==> src/rtl/msk_tx_pkg.sv <==
package msk_tx_pkg;

  localparam int          PH_W      = 4;
  localparam logic [2:0]  CODE_OFF  = 3'b111;
  localparam logic [2:0]  CODE_IDLE = 3'b100;

  // Sine of 16 phase positions, centred on 3, swing 3; never reaches 7.
  function automatic logic [2:0] sine_code(input logic [PH_W-1:0] ph);
    logic [2:0] c;
    case (ph)
      4'd0:  c = 3'd3;
      4'd1:  c = 3'd4;
      4'd2:  c = 3'd5;
      4'd3:  c = 3'd6;
      4'd4:  c = 3'd6;
      4'd5:  c = 3'd6;
      4'd6:  c = 3'd5;
      4'd7:  c = 3'd4;
      4'd8:  c = 3'd3;
      4'd9:  c = 3'd2;
      4'd10: c = 3'd1;
      4'd11: c = 3'd0;
      4'd12: c = 3'd0;
      4'd13: c = 3'd0;
      4'd14: c = 3'd1;
      default: c = 3'd2;
    endcase
    return c;
  endfunction

endpackage

==> src/rtl/msk_tx_timer.sv <==
module msk_tx_timer #(
  parameter int SUB_STEPS = 4,
  parameter int DATA_W    = 8
) (
  input  logic clk,
  input  logic rst,
  input  logic active,
  input  logic baud_tick,
  output logic step,
  output logic bit_end,
  output logic byte_end
);
  localparam int SUB_W = (SUB_STEPS > 1) ? $clog2(SUB_STEPS) : 1;
  localparam int BIT_W = (DATA_W > 1) ? $clog2(DATA_W) : 1;
  localparam logic [SUB_W-1:0] SUB_LAST = SUB_W'(SUB_STEPS - 1);
  localparam logic [BIT_W-1:0] BIT_LAST = BIT_W'(DATA_W - 1);

  logic [SUB_W-1:0] sub_q;
  logic [BIT_W-1:0] bit_q;

  assign step     = active & baud_tick;
  assign bit_end  = step && (sub_q == SUB_LAST);
  assign byte_end = bit_end && (bit_q == BIT_LAST);

  always_ff @(posedge clk) begin
    if (rst || !active) begin
      sub_q <= '0;
      bit_q <= '0;
    end else if (step) begin
      if (sub_q == SUB_LAST) begin
        sub_q <= '0;
        bit_q <= (bit_q == BIT_LAST) ? '0 : bit_q + 1'b1;
      end else begin
        sub_q <= sub_q + 1'b1;
      end
    end
  end
endmodule

==> src/rtl/msk_tx_ctrl.sv <==
module msk_tx_ctrl #(
  parameter int DATA_W = 8
) (
  input  logic              clk,
  input  logic              rst,
  input  logic              wr_en,
  input  logic              wr_sel,
  input  logic [DATA_W-1:0] wr_data,
  input  logic              irq_clr,
  input  logic              bit_end,
  input  logic              byte_end,
  output logic              enabled,
  output logic              active,
  output logic              cur_bit,
  output logic              start,
  output logic              load,
  output logic              irq
);
  logic              buf_full;
  logic [DATA_W-1:0] buf_data;
  logic [DATA_W-1:0] shreg;
  logic              reload;
  logic              wr_buf;
  logic              wr_ctl;

  assign wr_buf  = wr_en && !wr_sel;
  assign wr_ctl  = wr_en && wr_sel;
  assign start   = !active && buf_full && enabled;
  assign reload  = byte_end && buf_full && enabled;
  assign load    = start || reload;
  assign cur_bit = shreg[DATA_W-1];

  always_ff @(posedge clk) begin
    if (rst) begin
      enabled <= 1'b0;
    end else if (wr_ctl) begin
      enabled <= wr_data[0];
    end
  end

  always_ff @(posedge clk) begin
    if (rst) begin
      buf_full <= 1'b0;
      buf_data <= '0;
    end else if (wr_ctl && !wr_data[0]) begin
      buf_full <= 1'b0;
    end else if (wr_buf && enabled) begin
      buf_full <= 1'b1;
      buf_data <= wr_data;
    end else if (load) begin
      buf_full <= 1'b0;
    end
  end

  always_ff @(posedge clk) begin
    if (rst) begin
      active <= 1'b0;
    end else if (start) begin
      active <= 1'b1;
    end else if (byte_end && !reload) begin
      active <= 1'b0;
    end
  end

  always_ff @(posedge clk) begin
    if (rst) begin
      shreg <= '0;
    end else if (load) begin
      shreg <= buf_data;
    end else if (bit_end) begin
      shreg <= {shreg[DATA_W-2:0], 1'b0};
    end
  end

  always_ff @(posedge clk) begin
    if (rst) begin
      irq <= 1'b0;
    end else if (load) begin
      irq <= 1'b1;
    end else if (irq_clr) begin
      irq <= 1'b0;
    end
  end
endmodule

==> src/rtl/msk_tx_wave.sv <==
module msk_tx_wave
  import msk_tx_pkg::*;
#(
  parameter int SUB_STEPS = 4
) (
  input  logic       clk,
  input  logic       rst,
  input  logic       enabled,
  input  logic       active,
  input  logic       start,
  input  logic       step,
  input  logic       cur_bit,
  output logic [2:0] dac_code
);
  localparam int PH_N    = 1 << PH_W;
  localparam int STEP_LO = (PH_N / (2 * SUB_STEPS) > 0) ? PH_N / (2 * SUB_STEPS) : 1;
  localparam int STEP_HI = 2 * STEP_LO;

  logic [PH_W-1:0] phase_q;

  always_ff @(posedge clk) begin
    if (rst || start) begin
      phase_q <= '0;
    end else if (step) begin
      phase_q <= phase_q + (cur_bit ? PH_W'(STEP_HI) : PH_W'(STEP_LO));
    end
  end

  always_ff @(posedge clk) begin
    if (rst) begin
      dac_code <= CODE_OFF;
    end else if (active) begin
      dac_code <= sine_code(phase_q);
    end else begin
      dac_code <= enabled ? CODE_IDLE : CODE_OFF;
    end
  end
endmodule

==> src/rtl/msk_byte_tx.sv <==
module msk_byte_tx #(
  parameter int DATA_W    = 8,
  parameter int SUB_STEPS = 4
) (
  input  logic              clk,
  input  logic              rst,
  input  logic              wr_en,
  input  logic              wr_sel,
  input  logic [DATA_W-1:0] wr_data,
  input  logic              irq_clr,
  input  logic              baud_tick,
  output logic              irq,
  output logic [2:0]        dac_code
);
  logic tx_enabled;
  logic tx_active;
  logic tx_cur_bit;
  logic tx_start;
  logic tx_load;
  logic tx_step;
  logic tx_bit_end;
  logic tx_byte_end;

  msk_tx_timer #(.SUB_STEPS(SUB_STEPS), .DATA_W(DATA_W)) u_timer (
    .clk      (clk),
    .rst      (rst),
    .active   (tx_active),
    .baud_tick(baud_tick),
    .step     (tx_step),
    .bit_end  (tx_bit_end),
    .byte_end (tx_byte_end)
  );

  msk_tx_ctrl #(.DATA_W(DATA_W)) u_ctrl (
    .clk     (clk),
    .rst     (rst),
    .wr_en   (wr_en),
    .wr_sel  (wr_sel),
    .wr_data (wr_data),
    .irq_clr (irq_clr),
    .bit_end (tx_bit_end),
    .byte_end(tx_byte_end),
    .enabled (tx_enabled),
    .active  (tx_active),
    .cur_bit (tx_cur_bit),
    .start   (tx_start),
    .load    (tx_load),
    .irq     (irq)
  );

  msk_tx_wave #(.SUB_STEPS(SUB_STEPS)) u_wave (
    .clk     (clk),
    .rst     (rst),
    .enabled (tx_enabled),
    .active  (tx_active),
    .start   (tx_start),
    .step    (tx_step),
    .cur_bit (tx_cur_bit),
    .dac_code(dac_code)
  );
endmodule

==> config.mk <==
export PLATFORM = sky130hd
export DESIGN_NAME = msk_byte_tx
export DESIGN_NICKNAME = d
export VERILOG_FILES = /design/src/rtl/msk_tx_pkg.sv /design/src/rtl/msk_tx_timer.sv /design/src/rtl/msk_tx_ctrl.sv /design/src/rtl/msk_tx_wave.sv /design/src/rtl/msk_byte_tx.sv
export SDC_FILE = /design/constraint.sdc
export NUM_CORES = 1
export LEC_CHECK = 0
export BUFFER_PORTS_ARGS = -buffer_cell sky130_fd_sc_hd__buf_2
export CORE_UTILIZATION = 51
export DETAILED_ROUTE_END_ITERATION = 6
export GPL_TIMING_DRIVEN = 0
export PLACE_DENSITY = 0.74
export SLEW_MARGIN = 10
export SYNTH_ARGS = -nofsm -noshare
export SYNTH_HDL_FRONTEND = slang
export SYNTH_SLANG_ARGS = --single-unit
==> constraint.sdc <==
create_clock -name clk -period 1.75 [get_ports clk]
set_input_delay 0.35 -clock clk [delete_from_list [all_inputs] [get_ports clk]]
set_output_delay 0.35 -clock clk [all_outputs]
set_load 0.005 [all_outputs]
==> results_dict.tcl, run 1 <==
set metrics [dict create \
    outcome "completed" \
    fin_nets 203 \
    grt_pass1_wl_mm 5.33 \
    finalCritPeriodShare 0.971 \
    core_area_mm2 0.00278 \
    start_util 0.540 \
    maxCapViolations 0 \
    reg2reg_depth 7 \
    cts.sinks 34 \
    utilization 0.615 \
    drt_iter0_drc 48 \
    post-route-drc-count 0 \
    max_freq_ghz 0.588 \
    synth-simple-area-share 0.254 \
    cts_buffers 5 \
    synth_compound_area_frac 0.108 \
    die_area_mm2 0.00317 \
    cts_max_level 2 \
    crit_arrival_ps 1970 \
    cts-root-buf "clkbuf_4" \
    met3_usage 0.0576 \
    p_comb_frac 0.056 \
    routed_wirelength_mm 3.07 \
    power_density_mw_per_mm2 768 \
    startpoint_type "register" \
    synth_warnings 0 \
    ys_seq_area_frac 0.453 \
    fin_crit_ps 1700 \
    area_growth_pct 13.9 \
    synth_fp_nets 179 \
    syn_avg_cell_area_um2 9.39 \
    yosysUniqueCellTypes 31 \
    timing.rr.start "u_ctrl.shreg[7]" \
    tightest_slew_ps 452 \
    grt_pass1_vias 1208 \
    postSynthCellCount 160 \
    synth_mux_area_frac 0.0799 \
    num_rows 19 \
    peakVddDrop_mv 0.626 \
    final_common_cell "dfxtp_1" \
    wire_per_inst_um 14.2 \
    pre_cts_ws_ps -103 \
    synth_top_family_by_area "simple AND/OR/NAND/NOR gates" \
    fin_setup_tns_ps 0 \
    clock_latency_ps 330 \
    die_x_um 56.3 \
    intPower_w 0.00101 \
    setup_viol 0 \
    synth_xor_area_frac 0.00583 \
    switching_share 0.230 \
    async_flop_share 0 \
    track_usage 0.223 \
    antenna_left 0 \
    final-hold-violation-count 0 \
    vias 1246 \
    ios 18 \
    grt_max_degree 11 \
    cp-end-kind "register" \
    grtUsageMet1 0.257 \
    portBuffers 17 \
    rrSetupSlack_ps 50 \
    power.share.sequential 0.599 \
    antenna_found_initial 0 \
    drt-pass1-iter-count 4 \
    layout_common_cells "32 x dfxtp_1, 23 x buf_2, 19 x nor3_1" \
    viasPerCell 5.77 \
    clkPwrFrac 0.345 \
    drive_above_1_share 0.243 \
    final_area_mm2 0.00171 \
    synth_area_mm2 0.00150 \
    grt_use_met2 0.376 \
    worst_slack_ps 50.0 \
    grt.overflow.total 0 \
    power.leakage_nw 0.714 \
    crit_type "register to register" \
    hold_end "u_ctrl.buf_data[4]" \
    dp.cells 208 \
    insertedDiodeCount 0 \
    cts_tree "yes" \
    die_y_um 56.3 \
    p_switching_w 0.000302 \
    hold_class "input pin to register" \
    ys_ff_latch 34 \
    place_area_mm2 0.00163 \
    stdcell_count 216 \
    grt_setup_unrepaired "true" \
    clock_path_buffers 2 \
    dp_hpwl_mm 2.23 \
    yosys.area_share.adder 0.0466 \
    hold_depth 3 \
    place_congestion 0.822 \
    grt_busiest_layer "met2" \
    ys_dominant_reg_cell "dfxtp_1" \
    synth_edf_count 0 \
    cts-hold-fix-buffers 0 \
    skew_ps 9.36 \
    worstPathRequired_ps 2020 \
    slew_violations 0 \
    cp_max_fo 2 \
    slew_headroom 0.699 \
    hold_start "wr_data[4]" \
    cts.reportedPaths.clkPinSlew_ps 110 \
    fillerInstances 251 \
    postCtsSetupBuffers 0 \
]
==> layout make-up <==
type | count | area [um2] | area share
Buffer | 11 | 67.6 | 0.0395
Clock buffer | 7 | 55.1 | 0.0322
Clock inverter | 1 | 5.00 | 0.00292
Inverter | 3 | 13.8 | 0.00804
Multi-Input combinational cell | 112 | 763 | 0.446
Sequential cell | 34 | 683 | 0.399
Tap cell | 31 | 38.8 | 0.0227
Timing Repair Buffer | 17 | 85.1 | 0.0497
==> logic make-up after synthesis <==
kind of cell	after synthesis
AO/OA/AOI/OAI	23
XOR/XNOR	1
adder cells (fa/ha/maj)	5
buffers and inverters	14
flip-flops	34
multiplexers	12
AND/OR/NAND/NOR	71
==> sequential cells by signal (all words and copies together), names as in the netlist, 2 cells and up, named ones only <==
| register | flops |
|---|---|
| u_wave.dac_code | 3 |
| u_timer.bit_q | 3 |
| u_ctrl.buf_data | 8 |
| u_wave.phase_q | 3 |
| u_timer.sub_q | 2 |
| u_ctrl.shreg | 8 |
==> worst max-delay path, stage by stage, from the launching register on <==
cell and delay, ps:
dfxtp_2 350, inv_4 70, ha_4 130, inv_2 30, fa_1 450, and3_4 170
or2_4 230, a211oi_2 200
==> metrics by stage <==
step / hold WS, ps / power (W)
floorplan: 393 / 0.000849
global placement: 402 / 0.000875
detailed placement: 410 / 0.000879
CTS: 229 / 0.00133
global route: 243 / 0.00137
finish: 246 / 0.00132
==> routing by layer <==
| layer | vias up | wire length [um] |
|---|---|---|
| li1 | 612 | - |
| met5 | - | 0 |
| met1 | 603 | 1320 |
| met2 | 26 | 1600 |
| met3 | 5 | 102 |
| met4 | 0 | 48 |
==> how the worst max path moves through the flow <==
stage | slack (ps) | start | depth (start not counted) | to
5_1_grt | -10 | u_ctrl.shreg[7] | 7 | register
3_3_place_gp | -80 | u_ctrl.shreg[7] | 7 | register
6_report | 50 | u_ctrl.shreg[7] | 7 | register
2_1_floorplan | 2 | u_ctrl.shreg[7] | 7 | register
4_1_cts | 50 | u_ctrl.shreg[7] | 7 | register
3_5_place_dp | -100 | u_ctrl.shreg[7] | 7 | register
==> timing repair <==
action | 4_1_cts | 5_1_grt
endpoints found under the setup margin | 1 | 1
pin swaps | 3 | 2
hold endpoints to repair | 0 | 0
resized for setup | 3 | 5
==> cells in the mapped netlist, types with 4 or more instances <==
cell type   n  share of area
nor2_1     15          0.037
dfxtp_1    34           0.45
a21oi_1     7          0.023
buf_2       6          0.020
nand2_1     8          0.020
nor3_1     19          0.063
nand2b_1    4          0.017
mux2i_1    12          0.080
and3_1      4          0.017
nor4_1      7          0.029
nand3_1     5          0.017
o21bai_1    7          0.035
ha_1        4          0.033
==> power by group through the flow <==
stage | clock network, W | logic [W] | registers (W)
floorplan | 0 | 0.0000440 | 0.000805
global placement | 0 | 0.0000703 | 0.000805
detailed placement | 0 | 0.0000731 | 0.000806
CTS | 0.000464 | 0.0000734 | 0.000788
global route | 0.000496 | 0.0000812 | 0.000789
finish | 0.000454 | 0.0000738 | 0.000788
(Power assumes the default switching activity.)
==> inputs of run 2 (changes only) <==
- RECOVER_POWER: default -> 50
==> run 2 against run 1 <==
Against the previous run:
- sequential power about the same
- worst hold slack is essentially flat
- clock skew increased by 0.54 ps
- die area unchanged
- power barely moved
- utilization decreased by 0.13 points
- first-iteration DRC count increased by 6.3%
- largest power group unchanged
- maximum frequency hardly changed
- combinational power down 0.9%
- clock power about the same
- cell count did not move
- sequential cell count stayed put
==> results_dict.tcl, run 2 (synthesized netlist as in run 1, its figures left out) <==
set metrics [dict create \
    outcome "completed" \
    layout_common_cells "32 x dfxtp_1, 19 x buf_2, 19 x nor3_1" \
    cts_tree "yes" \
    ios 18 \
    antenna_found_initial 0 \
    power.share.sequential 0.599 \
    power.leakage_nw 0.705 \
    rrSetupSlack_ps 50 \
    fin_nets 203 \
    die_area_mm2 0.00317 \
    clock_path_buffers 2 \
    cp-end-kind "register" \
    track_usage 0.223 \
    vias 1232 \
    viasPerCell 5.70 \
    largestRegisters "u_ctrl.buf_data x8, u_ctrl.shreg x8" \
    grt.overflow.total 0 \
    maxCapViolations 0 \
    crit_arrival_ps 1970 \
    slew_headroom 0.575 \
    setup_viol 0 \
    power_density_mw_per_mm2 770 \
    startpoint_type "register" \
    fin_setup_tns_ps 0 \
    pre_cts_ws_ps -103 \
    worst_slack_ps 50.6 \
    die_y_um 56.3 \
    p_comb_frac 0.056 \
    seqCellArea_um2 683 \
    p_switching_w 0.000303 \
    postCtsSetupBuffers 0 \
    grt_max_degree 11 \
    drt-pass1-iter-count 4 \
    tightest_slew_ps 638 \
    start_util 0.540 \
    num_rows 19 \
    peakVddDrop_mv 0.626 \
    power.total_w 0.00132 \
    core_area_mm2 0.00278 \
    max_freq_ghz 0.588 \
    switching_share 0.230 \
    cts.reportedPaths.clkPinSlew_ps 110 \
    cp_max_fo 2 \
    drt_iter0_drc 51 \
    grt_setup_unrepaired "true" \
    final_common_cell "dfxtp_1" \
    antenna_left 0 \
    die_x_um 56.3 \
    wire_per_inst_um 14.1 \
    post-route-drc-count 0 \
    hold_class "input pin to register" \
    final-hold-violation-count 0 \
    clkPwrFrac 0.345 \
    fillerInstances 248 \
    drive_above_1_share 0.227 \
    dp_hpwl_mm 2.23 \
    slew_violations 0 \
    area_growth_pct 13.7 \
    final_area_mm2 0.00171 \
    cts_max_level 2 \
    insertedDiodeCount 0 \
    grt_pass1_vias 1208 \
    place_congestion 0.822 \
    cts_buffers 5 \
    routed_wirelength_mm 3.06 \
    grt_pass1_wl_mm 5.33 \
    cts.sinks 34 \
    skew_ps 9.90 \
    finalCritPeriodShare 0.971 \
    place_area_mm2 0.00163 \
    worstPathRequired_ps 2020 \
    clock_latency_ps 330 \
    multi_input_area_um2 763 \
    portBuffers 17 \
    crit_type "register to register" \
    cts-root-buf "clkbuf_4" \
    fin_crit_ps 1700 \
    intPower_w 0.00101 \
]
==> run 2: final timing paths <==
check             startpoint  cells after the start            endpoint
min reg2reg         register                      1  u_wave.dac_code[2]
max reg2reg  u_ctrl.shreg[7]                      7            register
min               wr_data[4]                      3  u_ctrl.buf_data[4]
max          u_ctrl.shreg[7]                      7            register
==> run 2: repair_timing <==
action,in CTS,in global routing
gates cloned,0,0
endpoints found under the setup margin,1,1
resized for setup,3,5
hold buffers,0,0
pin swaps,3,2
==> run 2: worst max-delay path, stage by stage (launching register included) <==
cell	delay [ps]
dfxtp_2	350
inv_4	70
ha_4	130
inv_2	30
fa_1	450
and3_4	170
or2_4	230
a211oi_2	200
==> run 2: power groups by stage <==
stage                     clock, W  sequential, W  combinational (W)
after CTS                 0.000464       0.000788          0.0000734
after detailed placement         0       0.000806          0.0000731
final                     0.000454       0.000788          0.0000731
after global routing      0.000496       0.000789          0.0000807
after floorplan                  0       0.000805          0.0000440
after global placement           0       0.000805          0.0000703
==> run 2: final cells by class <==
type | count | area share
well taps | 31 | 0.0227
repair buffers | 17 | 0.0491
plain buffers | 11 | 0.0381
multi-input cells | 112 | 0.447
clock inverters | 1 | 0.00293
clock buffers | 7 | 0.0322
flip-flops and latches | 34 | 0.400
inverters | 3 | 0.00806
==> run 2: per-layer routing <==
metal | up-vias | wire, um | global-route usage
li1 | 615 | - | -
met5 | - | 0 | 0
met2 | 25 | 1600 | 0.376
met4 | 0 | 48 | 0.122
met3 | 5 | 101 | 0.0576
met1 | 587 | 1310 | 0.257
==> run 2: stage by stage <==
| step | cells | hold WS, ps | util |
|---|---|---|---|
| 4_1_cts | 216 | 229 | 0.610 |
| 5_1_grt | 216 | 243 | 0.614 |
| 3_5_place_dp | 208 | 410 | 0.587 |
| 3_3_place_gp | 208 | 402 | 0.587 |
| 6_report | 216 | 246 | 0.614 |
| 2_1_floorplan | 160 | 393 | - |
